## src/rtl/cal_sequencer.sv

```systemverilog
module cal_sequencer #(
  parameter int KINDS = 5,
  parameter int PTR_W = 8,
  parameter int OUT_W = 8,
  parameter logic [PTR_W-1:0] PTR_CAL = 8'h00,
  parameter logic [PTR_W-1:0] PTR_DC  = 8'h01
) (
  input  logic             clk,
  input  logic             rst_n,
  input  logic             req_wr,
  input  logic [KINDS-1:0] req_wdata,
  output logic [KINDS-1:0] req_q,
  output logic [KINDS-1:0] eng_start,
  input  logic [KINDS-1:0] eng_done,
  output logic [KINDS-1:0] busy,
  output logic             cal_done,
  input  logic             ptr_wr,
  input  logic [PTR_W-1:0] ptr_wdata,
  output logic [OUT_W-1:0] ctl_out
);
  localparam int IDX_W = (KINDS > 1) ? $clog2(KINDS) : 1;

  logic [KINDS-1:0] pend_q, start_q, pend_nxt, clr;
  logic [IDX_W-1:0] cur_q, pick;
  logic             run_q, done_q, finish;
  logic [PTR_W-1:0] ptr_q;

  assign busy      = run_q ? (KINDS'(1) << cur_q) : '0;
  assign finish    = |(busy & eng_done);
  assign clr       = finish ? busy : '0;
  assign pend_nxt  = (pend_q & ~clr) | (req_wr ? req_wdata : '0);
  assign req_q     = pend_q;
  assign eng_start = start_q;
  assign cal_done  = done_q;

  always_comb begin
    pick = '0;
    for (int i = KINDS - 1; i >= 0; i--)
      if (pend_q[i]) pick = IDX_W'(i);
  end

  always_ff @(posedge clk) begin
    if (!rst_n) begin
      pend_q  <= '0;
      start_q <= '0;
      cur_q   <= '0;
      run_q   <= 1'b0;
      done_q  <= 1'b0;
      ptr_q   <= '0;
    end else begin
      pend_q  <= pend_nxt;
      start_q <= '0;
      if (finish) begin
        run_q <= 1'b0;
        if (pend_nxt == '0) done_q <= 1'b1;
      end else if (!run_q && |pend_q) begin
        run_q   <= 1'b1;
        cur_q   <= pick;
        start_q <= KINDS'(1) << pick;
        done_q  <= 1'b0;
      end
      if (ptr_wr) ptr_q <= ptr_wdata;
    end
  end

  always_comb begin
    ctl_out = '0;
    if (ptr_q == PTR_CAL) begin
      ctl_out[OUT_W-1]   = done_q;
      ctl_out[KINDS-1:0] = busy;
    end else if (ptr_q == PTR_DC) begin
      ctl_out[0] = busy[0];
      ctl_out[1] = busy[1];
    end
  end


  busy_onehot_chk: assert property (@(posedge clk) disable iff (!rst_n)
    $onehot0(busy));


  start_matches_busy_chk: assert property (@(posedge clk) disable iff (!rst_n)
    (|eng_start) |-> (eng_start == busy));


  done_low_while_busy_chk: assert property (@(posedge clk) disable iff (!rst_n)
    (|busy) |-> !cal_done);


  req_self_clear_chk: assert property (@(posedge clk) disable iff (!rst_n)
    ((|(busy & eng_done)) && !req_wr) |=> ((req_q & $past(busy)) == '0));


  done_rise_on_finish_chk: assert property (@(posedge clk) disable iff (!rst_n)
    $rose(cal_done) |-> $past(|(busy & eng_done)));


  idle_done_ignored_chk: assert property (@(posedge clk) disable iff (!rst_n)
    (!(|busy) && !req_wr) |=> (req_q == $past(req_q)));


  undefined_ptr_zero_chk: assert property (@(posedge clk) disable iff (!rst_n)
    (ptr_q != PTR_CAL && ptr_q != PTR_DC) |-> (ctl_out == '0));
endmodule

```

## config.mk

```make
export PLATFORM = sky130hd
export DESIGN_NAME = cal_sequencer
export DESIGN_NICKNAME = d
export VERILOG_FILES = /design/src/rtl/cal_sequencer.sv
export SDC_FILE = /design/constraint.sdc
export NUM_CORES = 1
export LEC_CHECK = 0
export BUFFER_PORTS_ARGS = -buffer_cell sky130_fd_sc_hd__buf_2
export CORE_UTILIZATION = 45
export DETAILED_ROUTE_END_ITERATION = 8
export HOLD_SLACK_MARGIN = 0.12
export MAX_ROUTING_LAYER = met4
export PLACE_DENSITY = 0.75
export SYNTH_ARGS = -nofsm -noshare
export SYNTH_HDL_FRONTEND = slang
export SYNTH_SLANG_ARGS = --single-unit
```

## constraint.sdc

```tcl
create_clock -name clk -period 1.8 [get_ports clk]
set_input_delay 0.09 -clock clk [delete_from_list [all_inputs] [get_ports clk]]
set_output_delay 0.09 -clock clk [all_outputs]
set_load 0.02 [all_outputs]
```

==> Word-level counts from Yosys, hierarchy flattened <==
Index checks and enable logic that the tools add are counted.
{ "word_totals": {"regBits": 23, "n_memories": 0, "rom_bits": 0, "elab_cells": 43, "mem_bits_rw": 0, "latch_bits": 0, "in_bits": 22} }
{ "classes": {"n_shift": 2, "magnitude_cmp": 0, "n_eq_ne": 2, "muxes": 15, "n_addsub": 0, "bitwise": 7, "reduce_logical": 11, "n_mul": 0, "div": 0} }
{ "ops": {"columns": ["cell", "count"], "rows": [
  ["$mux W3", 6],
  ["$mux W5", 3],
  ["$and A5 B5 Y5", 2],
  ["$reduce_or A5 Y1", 2],
  ["$shl A1 B3 Y5 const A", 2],
  ["$eq A8 B1 Y1 const B", 1],
  ["$logic_not A8 Y1", 1],
  ["$reduce_or A7 Y1", 1],
  ["$reduce_or A6 Y1", 1],
  ["$logic_not A5 Y1", 1],
  ["$not A5 Y5", 1],
  ["$or A5 B5 Y5", 1],
  ["$mux W1", 4],
  ["$mux W2", 2],
  ["$reduce_and A2 Y1", 2],
  ["$not A1 Y1", 3],
  ["$ne A2 B1 Y1 const B", 1],
  ["$reduce_bool A2 Y1", 1],
  ["$logic_and A1 B1 Y1", 1],
  ["$logic_not A1 Y1", 1]
]} }

==> Depth between registers and ports, before layout <==
{ "depth": {"depth_word": 11, "ltp_mapped": 5} }

==> Worst setup path before layout <==
OpenSTA, ideal clock, no wires.
{ "synth_timing": {"kind": "register to output", "from": "reg cur_q[1]", "to": "out ctl_out[2]", "required_ns": 1.710, "stages_incl_launch_ff": 4, "setup_slack_ns": -0.331, "path_buffers": 1, "arrival_ns": 2.041, "cell_sequence": "dfxtp_1 clkbuf_1 nor4bb_1 nor3b_1"} }
{ "synth_between": {"elab_chain_cells": 3} }
{ "synth_rtl": {"columns": ["element", "line_no", "rtl"], "rows": [
  ["start, declared", "24", "logic [IDX_W-1:0] cur_q, pick;"],
  ["start signal, assigned", "58", "cur_q <= pick;"],
  ["$shl A1 B3 Y5", "28", "assign busy = run_q ? (KINDS'(1) << cur_q) : '0;"],
  ["$mux W5", "28", null],
  ["named net busy[2]", "15", "output logic [KINDS-1:0] busy,"],
  ["$mux W3", "68", "if (ptr_q == PTR_CAL) begin"],
  ["end, declared", "19", "output logic [OUT_W-1:0] ctl_out"]
]} }
The timed path passes the listed nets, and every way through them passes these cells.

==> Worst setup path in the final report <==
{ "layout_timing": {"from": "reg ptr_q[6]", "to": "out ctl_out[4]"} }
{ "layout_between": {"elab_chain_cells": 2} }
{ "layout_rtl": {"columns": ["element", "line_no", "rtl"], "rows": [
  ["start, declared", "26", "logic [PTR_W-1:0] ptr_q;"],
  ["start signal, assigned", "62", "if (ptr_wr) ptr_q <= ptr_wdata;"],
  ["$logic_not A8 Y1", "68", null],
  ["$mux W3", "68", null]
]} }
No other way between the ends.

==> impl_metrics.env <==
export IMPL_num_io_pins=46
export IMPL_finalPower_mw=1.10
export IMPL_fin_crit_ns=2.26
export IMPL_irDropWorstVdd_v=0.000481
export IMPL_async_reset_ff_share_pct=0
export IMPL_r2r_end="req_q[2]$_SDFF_PN0_"
export IMPL_dp_hpwl_um=1760
export IMPL_dr_pass1_iters=4
export IMPL_grt_pass1_vias=993
export IMPL_drcViolationCount=0
export IMPL_crit_reg2reg_launch="cur_q[1]$_SDFFE_PN0P_"
export IMPL_via_per_inst=5.27
export IMPL_switchingPower_uw=330
export IMPL_worstSetupStartpoint="ptr_q[6]$_SDFFE_PN0P_"
export IMPL_rsz0062_at_grt="true"
export IMPL_finClkSkew_ns=0.000747
export IMPL_synth_flop_cell="dfxtp_1"
export IMPL_hold_path_depth=3
export IMPL_final_common_cell="buf_2"
export IMPL_ctsHtreeMaxLevel=1
export IMPL_reg2regPathDepth=4
export IMPL_maxCapViolCount=0
export IMPL_path_common_cell="or4_4"
export IMPL_yosysWarnings=0
export IMPL_pwr_share_seq_pct=53.2
export IMPL_synth_edf_count=0
export IMPL_reg2reg_slack_ns=0.19
export IMPL_power_density_nw_per_um2=713
export IMPL_max_freq_ghz=0.443
export IMPL_layout_common_cells="buf_2 (38), dfxtp_1 (22), nor2b_1 (14)"
export IMPL_timing_final_hold_violations=0
export IMPL_track_usage_pct=24.2
export IMPL_crit_required_ns=1.71
export IMPL_fin_ws_ns=-0.459
export IMPL_antenna_cells=0
export IMPL_arrival_ns=2.17
export IMPL_clock_power_share_pct=21.8
export IMPL_cts_reportedPaths_clkPinSlew_ns=0.12
export IMPL_critPathKind="reg2out"
export IMPL_ys_types=38
export IMPL_finalCritPeriodShare_pct=126
export IMPL_numCtsBuffers=3
export IMPL_wirelength_um=2790
export IMPL_port_buffers=43
export IMPL_fillers=202
export IMPL_detail_route_wl_per_cell_um=14.3
export IMPL_routed_via_count=1033
export IMPL_syn_area_per_cell_um2=9.60
export IMPL_p_leak_nw=0.704
export IMPL_setup_viol=6
export IMPL_dieWidth_um=51.3
export IMPL_path_max_fanout=3
export IMPL_maxSlewViolCount=0
export IMPL_synth_cell_area_um2=1090
export IMPL_insertion_delay_ns=0.31
export IMPL_cpMaxStageDelayCell="or4_4"
export IMPL_setup_tns_ns=-2.55
export IMPL_fp_dieH_um=51.3
export IMPL_tritoncts="yes"
export IMPL_die_area_um2=2630
export IMPL_grt_pass1_wl_um=4550
export IMPL_initial_utilization_pct=48.6
export IMPL_hp_class="in2reg"
export IMPL_comb_power_share_pct=25.1
export IMPL_synth_cells=114
export IMPL_cts_sinks=23
export IMPL_crit_path_end="ctl_out[4]"
export IMPL_rows=17
export IMPL_end_kind="output port"
export IMPL_drive_above_1_share_pct=38.1
export IMPL_startpoint_type="register"
export IMPL_swShare_pct=30.1
export IMPL_ys_ff_latch=23
export IMPL_syn_to_final_growth_pct=40.2
export IMPL_p_int_uw=766
export IMPL_coreArea_um2=2250
export IMPL_antenna_found_initial=0
export IMPL_cpPeakStageDelay_ns=0.54
export IMPL_grt_overflow=0
export IMPL_path_cells="or4_4, or4_4, or2_4, nor2b_4, buf_6"
export IMPL_violations="negative setup slack"
export IMPL_crit_cells=5
export IMPL_globalplace_congestion=0.846
export IMPL_crit_family="simple AND/OR/NAND/NOR gates"
export IMPL_nets=191
export IMPL_cts_root_buf="clkbuf_4"
export IMPL_final_antenna_net_count=0
export IMPL_status="finished, violations left"
export IMPL_grt_max_degree=23
export IMPL_dr_first_iter_drc_count=15
export IMPL_cts_path_max_buffers=2
export IMPL_synth_seq_area_share_pct=42.1
export IMPL_cp_num_buf_inv=1
## metrics by stage
step / hold WS, ns / std cells / setup WS, ns / area [µm²] / util, %
floorplan: 0.259 / 115 / -0.121 / 1110 / -
global placement: 0.345 / 179 / -0.0856 / 1330 / 59.0
detailed placement: 0.358 / 179 / -0.104 / 1330 / 59.0
CTS: 0.125 / 196 / -0.426 / 1530 / 67.8
global route: 0.147 / 196 / -0.504 / 1540 / 68.1
finish: 0.122 / 196 / -0.459 / 1540 / 68.1
## area by class of cell
type                    instances  area, µm²  share of cell area, %
well taps                      28       35.0                   2.28
clock buffers                   4       26.3                   1.71
repair buffers                 57        382                   24.9
inverters                       4       15.0                  0.978
flip-flops and latches         23        462                   30.1
multi-input cells              80        616                   40.1
## timing repair
item | in CTS | in global routing
endpoints found under the setup margin | 6 | 6
pin swaps | 1 | 1
gates resized for setup | 12 | 2
hold buffers | 12 | 0
buffers inserted | 1 | 0
hold endpoints to repair | 12 | 0
## metal layers
layer	wire length, µm	GRT usage [%]	part of all wire (%)
met3	165	2.68	5.9
met1	1230	31.8	44
met5	0	-	0
met4	48	8.11	1.7
met2	1350	38.8	48
## logic make-up (layout without fill, tap and decap cells)
kind of cell / Yosys count / count (layout) / share of synthesized area [%]
AO/OA/AOI/OAI: 17 / 17 / 10.6
buffers and inverters: 12 / 65 / 4.80
flip-flops: 23 / 23 / 42.1
multiplexers: 12 / 12 / 11.2
other: 1 / 2 / 0.343
AND/OR/NAND/NOR: 49 / 49 / 31.0
## synth_stat cells (2+ instances only)
cell type	instances	area (µm²)
a22oi_1	2	15.0
and3_1	2	12.5
nor2b_1	14	87.6
buf_4	2	15.0
o21a_1	2	15.0
mux2i_1	10	100
inv_1	4	15.0
nand2_1	4	15.0
clkbuf_1	6	22.5
and2_1	2	12.5
and4bb_2	2	25.0
nand3_1	2	10.0
mux2_2	2	22.5
nor3b_1	2	15.0
nor4b_1	2	17.5
nor2b_4	2	27.5
nor4_1	2	12.5
nor2_1	5	18.8
a21oi_1	5	25.0
o21ai_0	2	10.0
dfxtp_1	23	460
## worst min-delay path, delay by kind of cell
family	cells	cell delay [ns]
buffers and inverters	1	0.13
and+or+nand+nor	1	0.10
AOI/OAI and AO/OA	1	0.09
## power groups by stage
| stage | Clock, mW | Combinational, mW | Sequential (mW) |
|---|---|---|---|
| floorplan | 0 | 0.165 | 0.584 |
| global placement | 0 | 0.228 | 0.588 |
| detailed placement | 0 | 0.231 | 0.590 |
| CTS | 0.234 | 0.264 | 0.580 |
| global route | 0.265 | 0.297 | 0.589 |
| finish | 0.238 | 0.274 | 0.583 |
## flip-flops by register name (all words and copies together) (netlist names)
register   count
run_q          1
cal_done       1
req_q          5
eng_start      5
cur_q          3
ptr_q          8
## worst min-delay path by stage
stage                       startpoint                    end  slack [ns]
after floorplan           ptr_wdata[4]  ptr_q[4]$_SDFFE_PN0P_        0.26
after global placement    ptr_wdata[1]  ptr_q[1]$_SDFFE_PN0P_        0.34
after detailed placement  ptr_wdata[4]  ptr_q[4]$_SDFFE_PN0P_        0.36
after CTS                       req_wr    req_q[1]$_SDFF_PN0_        0.13
after global routing            req_wr    req_q[1]$_SDFF_PN0_        0.15
final                           req_wr    req_q[1]$_SDFF_PN0_        0.12
Power figures use the tool's default switching activity.
